[config.mk]
export PLATFORM = sky130hd
export DESIGN_NAME = gpio_irq_port
export DESIGN_NICKNAME = d
export VERILOG_FILES = /design/src/rtl/gpio_port_pkg.sv /design/src/rtl/gpio_in_sync.sv /design/src/rtl/gpio_ctrl_regs.sv /design/src/rtl/gpio_irq_sense.sv /design/src/rtl/gpio_irq_port.sv
export SDC_FILE = /design/constraint.sdc
export NUM_CORES = 1
export LEC_CHECK = 0
export CAP_MARGIN = 25
export CORE_ASPECT_RATIO = 1.75
export CORE_MARGIN = 2
export CORE_UTILIZATION = 55
export CTS_CLUSTER_SIZE = 8
export DETAILED_ROUTE_END_ITERATION = 16
export PLACE_DENSITY = 0.88
export REMOVE_ABC_BUFFERS = 1
export SLEW_MARGIN = 20
export SYNTH_ARGS = -nofsm -noshare
export SYNTH_HDL_FRONTEND = slang
export SYNTH_SLANG_ARGS = --single-unit
export TNS_END_PERCENT = 100
[constraint.sdc]
create_clock -name clk -period 5 [get_ports clk]
set_input_delay 1 -clock clk [delete_from_list [all_inputs] [get_ports clk]]
set_output_delay 1 -clock clk [all_outputs]
set_load 0.03 [all_outputs]
[src/rtl/gpio_port_pkg.sv]
package gpio_port_pkg;

    localparam int SLOT_COUNT = 8;
    localparam int SLOT_BITS  = 3;
    localparam int SLOT_LSB   = 4;
    localparam int WORD_MAX   = 32;

    typedef enum logic [2:0] {
        SLOT_DOUT  = 3'd0,
        SLOT_PIN   = 3'd1,
        SLOT_DIR   = 3'd2,
        SLOT_ISEL  = 3'd3,
        SLOT_IEN   = 3'd4,
        SLOT_ILVL  = 3'd5,
        SLOT_IPOL  = 3'd6,
        SLOT_ISTAT = 3'd7
    } slot_e;

    typedef enum logic [1:0] {
        OP_WRITE = 2'd0,
        OP_SET   = 2'd1,
        OP_CLR   = 2'd2,
        OP_NONE  = 2'd3
    } op_e;

    typedef struct packed {
        logic       ok;
        logic [2:0] slot;
        op_e        op;
    } acc_t;

    // Slots backed by plain software-written storage.
    function automatic logic slot_is_stored(int s);
        return (s != int'(SLOT_PIN)) && (s != int'(SLOT_ISTAT));
    endfunction

    function automatic acc_t decode_addr(logic [15:0] a);
        acc_t r;
        r.slot = a[SLOT_LSB +: SLOT_BITS];
        r.op   = op_e'(a[3:2]);
        r.ok   = ((a >> (SLOT_LSB + SLOT_BITS)) == 16'd0) &&
                 (a[1:0] == 2'b00) && (a[3:2] != 2'(OP_NONE));
        return r;
    endfunction

    function automatic logic [WORD_MAX-1:0] merge_word(op_e op,
                                                      logic [WORD_MAX-1:0] cur,
                                                      logic [WORD_MAX-1:0] wd);
        case (op)
            OP_WRITE: return wd;
            OP_SET:   return cur | wd;
            OP_CLR:   return cur & ~wd;
            default:  return cur;
        endcase
    endfunction

endpackage

[src/rtl/gpio_in_sync.sv]
module gpio_in_sync #(
    parameter int NPINS  = 32,
    parameter int STAGES = 2
) (
    input  logic             clk,
    input  logic             rst,
    input  logic [NPINS-1:0] pin_async,
    output logic [NPINS-1:0] pin_sync
);

    logic [NPINS-1:0] stage_q [STAGES];

    always_ff @(posedge clk) begin
        if (rst) begin
            for (int k = 0; k < STAGES; k++) stage_q[k] <= '0;
        end else begin
            stage_q[0] <= pin_async;
            for (int k = 1; k < STAGES; k++) stage_q[k] <= stage_q[k-1];
        end
    end

    assign pin_sync = stage_q[STAGES-1];

    generate
        if (STAGES > 1) begin : g_chk
            // the last stage follows the stage before it by one edge
            assert_sync_chain_R5: assert property (@(posedge clk) disable iff (rst)
                pin_sync == $past(stage_q[STAGES-2]));
        end
    endgenerate

endmodule

[src/rtl/gpio_ctrl_regs.sv]
module gpio_ctrl_regs
    import gpio_port_pkg::*;
#(
    parameter int NPINS = 32
) (
    input  logic             clk,
    input  logic             rst,
    input  logic             wr,
    input  acc_t             acc,
    input  logic [NPINS-1:0] wdata,
    output logic [NPINS-1:0] dout_q,
    output logic [NPINS-1:0] dir_q,
    output logic [NPINS-1:0] isel_q,
    output logic [NPINS-1:0] ien_q,
    output logic [NPINS-1:0] ilvl_q,
    output logic [NPINS-1:0] ipol_q
);

    generate
        for (genvar s = 0; s < SLOT_COUNT; s++) begin : g_slot
            if (slot_is_stored(s)) begin : g_body
                logic [NPINS-1:0] q;
                logic             hit;
                assign hit = wr && acc.ok && (acc.slot == 3'(s));
                always_ff @(posedge clk) begin
                    if (rst)      q <= '0;
                    else if (hit) q <= NPINS'(merge_word(acc.op,
                                                         WORD_MAX'(q),
                                                         WORD_MAX'(wdata)));
                end
            end
        end
    endgenerate

    assign dout_q = g_slot[0].g_body.q;
    assign dir_q  = g_slot[2].g_body.q;
    assign isel_q = g_slot[3].g_body.q;
    assign ien_q  = g_slot[4].g_body.q;
    assign ilvl_q = g_slot[5].g_body.q;
    assign ipol_q = g_slot[6].g_body.q;

    assert_plain_write_R2: assert property (@(posedge clk) disable iff (rst)
        (wr && acc.ok && acc.slot == 3'(SLOT_DIR) && acc.op == OP_WRITE)
        |=> (dir_q == $past(wdata)));

    assert_set_alias_R3: assert property (@(posedge clk) disable iff (rst)
        (wr && acc.ok && acc.slot == 3'(SLOT_DOUT) && acc.op == OP_SET)
        |=> ((dout_q & $past(wdata)) == $past(wdata)));

    assert_clr_alias_R3: assert property (@(posedge clk) disable iff (rst)
        (wr && acc.ok && acc.slot == 3'(SLOT_DOUT) && acc.op == OP_CLR)
        |=> ((dout_q & $past(wdata)) == '0));

endmodule

[src/rtl/gpio_irq_sense.sv]
module gpio_irq_sense #(
    parameter int NPINS = 32
) (
    input  logic             clk,
    input  logic             rst,
    input  logic [NPINS-1:0] pin_sync,
    input  logic [NPINS-1:0] isel,
    input  logic [NPINS-1:0] ilvl,
    input  logic [NPINS-1:0] ipol,
    input  logic [NPINS-1:0] clr_mask,
    output logic [NPINS-1:0] status_q
);

    logic [NPINS-1:0] prev_q;
    logic [NPINS-1:0] hit;

    always_ff @(posedge clk) begin
        if (rst) prev_q <= '0;
        else     prev_q <= pin_sync;
    end

    generate
        for (genvar p = 0; p < NPINS; p++) begin : g_pin
            logic rise, fall, lvl_act, edge_act;
            assign rise     = pin_sync[p] & ~prev_q[p];
            assign fall     = ~pin_sync[p] & prev_q[p];
            assign lvl_act  = ~(pin_sync[p] ^ ipol[p]);
            assign edge_act = ipol[p] ? rise : fall;
            assign hit[p]   = isel[p] & (ilvl[p] ? lvl_act : edge_act);
        end
    endgenerate

    // Hardware set takes precedence over a software clear on the same edge.
    always_ff @(posedge clk) begin
        if (rst) status_q <= '0;
        else     status_q <= (status_q & ~clr_mask) | hit;
    end

    assert_no_silent_clear_R9: assert property (@(posedge clk) disable iff (rst)
        ((($past(status_q) & ~$past(clr_mask)) & ~status_q) == '0));

    assert_select_gate_R8: assert property (@(posedge clk) disable iff (rst)
        ((status_q & ~$past(status_q) & ~$past(isel)) == '0));

    assert_level_holds_R7: assert property (@(posedge clk) disable iff (rst)
        (($past(isel & ilvl & ~(pin_sync ^ ipol)) & ~status_q) == '0));

endmodule

[src/rtl/gpio_irq_port.sv]
module gpio_irq_port
    import gpio_port_pkg::*;
#(
    parameter int NPINS       = 32,
    parameter int ADDR_W      = 8,
    parameter int SYNC_STAGES = 2
) (
    input  logic              clk,
    input  logic              rst,
    input  logic              bus_sel,
    input  logic              bus_we,
    input  logic [ADDR_W-1:0] bus_addr,
    input  logic [NPINS-1:0]  bus_wdata,
    output logic [NPINS-1:0]  bus_rdata,
    input  logic [NPINS-1:0]  pin_in,
    output logic [NPINS-1:0]  pin_out,
    output logic [NPINS-1:0]  pin_oe,
    output logic              irq
);

    acc_t             acc;
    logic             wr;
    logic [NPINS-1:0] dout, dir, isel, ien, ilvl, ipol;
    logic [NPINS-1:0] pin_sync, status, clr_mask;

    assign acc = decode_addr(16'(bus_addr));
    assign wr  = bus_sel & bus_we;

    gpio_ctrl_regs #(.NPINS(NPINS)) i_regs (
        .clk    (clk),
        .rst    (rst),
        .wr     (wr),
        .acc    (acc),
        .wdata  (bus_wdata),
        .dout_q (dout),
        .dir_q  (dir),
        .isel_q (isel),
        .ien_q  (ien),
        .ilvl_q (ilvl),
        .ipol_q (ipol)
    );

    gpio_in_sync #(.NPINS(NPINS), .STAGES(SYNC_STAGES)) i_sync (
        .clk       (clk),
        .rst       (rst),
        .pin_async (pin_in),
        .pin_sync  (pin_sync)
    );

    assign clr_mask = (wr && acc.ok && acc.slot == 3'(SLOT_ISTAT) && acc.op == OP_CLR)
                      ? bus_wdata : '0;

    gpio_irq_sense #(.NPINS(NPINS)) i_sense (
        .clk      (clk),
        .rst      (rst),
        .pin_sync (pin_sync),
        .isel     (isel),
        .ilvl     (ilvl),
        .ipol     (ipol),
        .clr_mask (clr_mask),
        .status_q (status)
    );

    always_comb begin
        bus_rdata = '0;
        if (bus_sel && !bus_we && acc.ok) begin
            case (slot_e'(acc.slot))
                SLOT_DOUT:  bus_rdata = dout;
                SLOT_PIN:   bus_rdata = pin_sync;
                SLOT_DIR:   bus_rdata = dir;
                SLOT_ISEL:  bus_rdata = isel;
                SLOT_IEN:   bus_rdata = ien;
                SLOT_ILVL:  bus_rdata = ilvl;
                SLOT_IPOL:  bus_rdata = ipol;
                SLOT_ISTAT: bus_rdata = status;
                default:    bus_rdata = '0;
            endcase
        end
    end

    assign pin_out = dout;
    assign pin_oe  = dir;
    assign irq     = |(status & ien);

    assert_irq_has_source_R10: assert property (@(posedge clk) disable iff (rst)
        irq |-> (status != '0));

endmodule

==> results by group <==
Global route
  • First-pass GRT wire length: around 70 mm
  • Vias in the first global route: approximately 13000
  • GRT Overall Usage: 30.5%
  • Initial antenna violation count: 0
  • Largest net degree at the start of global routing: 141
  • Gr ovfl total: 0

Pwr
  • Design Power: 0.00577 W
  • Pwr/cell area: between 300 and 400 nW/um^2
  • Pleak: about 6.1 nW
  • Worst VDD drop: about 0.28 mV

Timing
  • F_max: 215 MHz
  • WHS: roughly 0.43 ns
  • RSZ-0062 raised after global routing: no
  • Setup violators final: 0
  • Worst slew pin tran: ~0.98 ns
  • Relative slew slack: ~35%
  • Final Cycle Share: 93.0%
  • Slew Viols, Final: 0
  • Setup TNS: 0 ns
  • Final hold violation count: 0
  • Worst Clk Skew: ~0.013 ns
  • Minimum clock period: ~4.7 ns

Critical path
  • CP Launch Type: input port
  • Critical path data arrival time: 3.65 ns
  • Reg-to-reg slack, setup: roughly 4.0 ns
  • Worst Reg-to-Reg Cells: 3
  • Critical Setup Path Class: input port to output pin
  • Worst-path fanout max: 23
  • Worst R2R Start: i_regs.ipol_q[9]
  • RR Endpoint: i_sense.status_q[9]
  • CP endpoint kind: output pin
  • Worst Path Required: approximately 4 ns

Floorplanning
  • Area of the die: roughly 28000 um^2
  • Die width: between 100 and 150 um
  • Initial core utilization: about 56%
  • Die H: between 200 and 250 um
  • Core region area: about 26000 um^2
  • IO Count: roughly 170
  • Row cnt: 78

Placed design
  • DP Area: between 15000 and 20000 um^2
  • Hpwl dp: 27.3 mm
  • GP Congestion: just under 0.9
  • I/O Buffers: approximately 170

Synth
  • Mapped Area: between 10000 and 15000 um^2
  • Synth Register Bits: 320
  • Yosys warns: 0
  • Syn Inst Count: around 1600
  • Avg Synthesized Cell Area: 9.23 um^2
  • Sequential-to-total area share from yosys stat: roughly 44%
  • Top-area cell type share of the netlist area: 44.1%
  • Netlist cell types: 38
  • Post-synth EDFFs: 0
  • Area contributors post-synth: dfxtp_1, a211oi_1, a21oi_1
  • Yosys top cell by area: dfxtp_1
  • Share of flip-flops with an asynchronous set or reset: 0%
  • Post-synth top flop: dfxtp_1

Layout
  • Area Growth Syn to Fin: 20.3%
  • Most frequent cells in the layout: dfxtp_1, a21oi_1, a211oi_1, clkdlybuf4s50_1, inv_1
  • Diodes inserted: 0
  • Commonest non-fill, non-tap cell in the layout: dfxtp_1
  • Final #Nets: around 1800
  • Layout cell share with drive strength beyond 1: 10.1%
  • Final Util: approximately 67%
  • Cell area after layout: about 17000 um^2

Hold path
  • WHS Path Cells: 1
  • Hold wc startpoint: i_sync.stage_q[0][4]
  • Min-delay worst type: register to register
  • Worst Hold End: i_sync.stage_q[0][36]

Detailed routing
  • Via Count: 13200
  • WL final: roughly 43 mm
  • WL/cell: 21.5 um
  • Iteration count of the initial detailed-routing pass: 5
  • Drt via density: between 6 and 7
  • DRC: 0
  • Initial DRC Count: 1368
  • ANT nets after route: 0

Job
  • Max-cap viol count: 0

Clocking
  • Root buffer cell: clkbuf_16
  • # Post-CTS Setup Buffers: 0
  • Clock transition at the registers of the reported paths: around 0.05 ns
  • Hold-fix buffers at CTS: 0
  • Clock latency on the worst-skew pair: 0.55 ns
  • Max clock buf depth: 3
  • CTS sink count: 320
  • CTS tree: yes
  • Resize count post-CTS: 0
  • Cts bufs inserted: 45
  • H-tree levels: 2

Run status
  • Outcome: completed
## routing by layer
metal | vias to the layer above | GRT usage (%) | wire length [um]
met4 | 0 | 21.1 | 2780
li1 | 5907 | - | -
met3 | 204 | 4.95 | 2940
met5 | - | 0 | 0
met2 | 714 | 53.4 | 22000
met1 | 6350 | 33.6 | 15600
## state kept, by name (all words and copies together), names as in the netlist
register	flops
i_sense.status_q	32
i_sync.stage_q	64
i_sense.prev_q	32
i_regs.ien_q	32
i_regs.ipol_q	32
i_regs.ilvl_q	32
i_regs.dout_q	32
i_regs.dir_q	32
i_regs.isel_q	32
## final cells by class
| class | instances | area (um^2) |
|---|---|---|
| clock buffer | 47 | 1180 |
| clock inverter | 1 | 8.76 |
| timing repair buffer | 200 | 1920 |
| fill | 1939 | 8500 |
| tap | 320 | 400 |
| inverter | 125 | 469 |
| multi-input combinational | 996 | 7080 |
| sequential | 320 | 6410 |
## power breakdown
| part | switching (W) | internal, W |
|---|---|---|
| combinational | 0.000310 | 0.000166 |
| clock | 0.00106 | 0.00163 |
| sequential | 0.0000184 | 0.00259 |
## worst max path at each step
stage,startpoint,endpoint,cells past startpoint
2_1_floorplan,bus_addr[2],i_regs.dir_q[31],4
3_3_place_gp,bus_addr[2],bus_rdata[27],7
3_5_place_dp,bus_addr[2],bus_rdata[27],7
4_1_cts,bus_addr[2],bus_rdata[27],7
5_1_grt,bus_addr[2],bus_rdata[27],7
6_report,bus_addr[2],bus_rdata[27],7
## synth_stat cells, types with 12 or more instances
cell type  count
a211oi_1     162
a21o_1        33
a21oi_1      188
a221oi_1      56
a221oi_2      28
a22oi_1       17
buf_2         16
buf_4         13
clkbuf_1      89
dfxtp_1      320
inv_1        125
mux2i_1       35
mux4_2        21
nand2_1       83
nand3_1       12
nor2_1        42
nor2b_1      102
nor3_1        24
o211ai_1      31
o21ai_0       42
xnor2_1       31
xor2_1        31
## worst max-delay path: stages
cell and delay (ns):
clkdlybuf4s50_1 0.48, ha_1 0.24, or4_1 0.45, or3b_1 0.63, buf_12 0.27, a311oi_1 0.38
buf_12 0.18
## per-stage QoR
| step | setup WS (ns) | instances |
|---|---|---|
| 6_report | 0.348 | 2009 |
| 5_1_grt | 0.265 | 2009 |
| 4_1_cts | 0.349 | 2009 |
| 3_5_place_dp | 0.347 | 1961 |
| 3_3_place_gp | 0.469 | 1961 |
| 2_1_floorplan | -2.51 | 1441 |
## cell families after synthesis
group	after synthesis	share of synthesized area, %
AOI/OAI and AO/OA	590	28.6
xor gates and xnor gates	62	3.74
adders and majority gates	4	0.345
buffers and inverters	256	7.25
DFF	320	44.1
muxes	56	5.67
and+or+nand+nor	284	10.3
No activity file was read; power rests on OpenSTA's default activity.
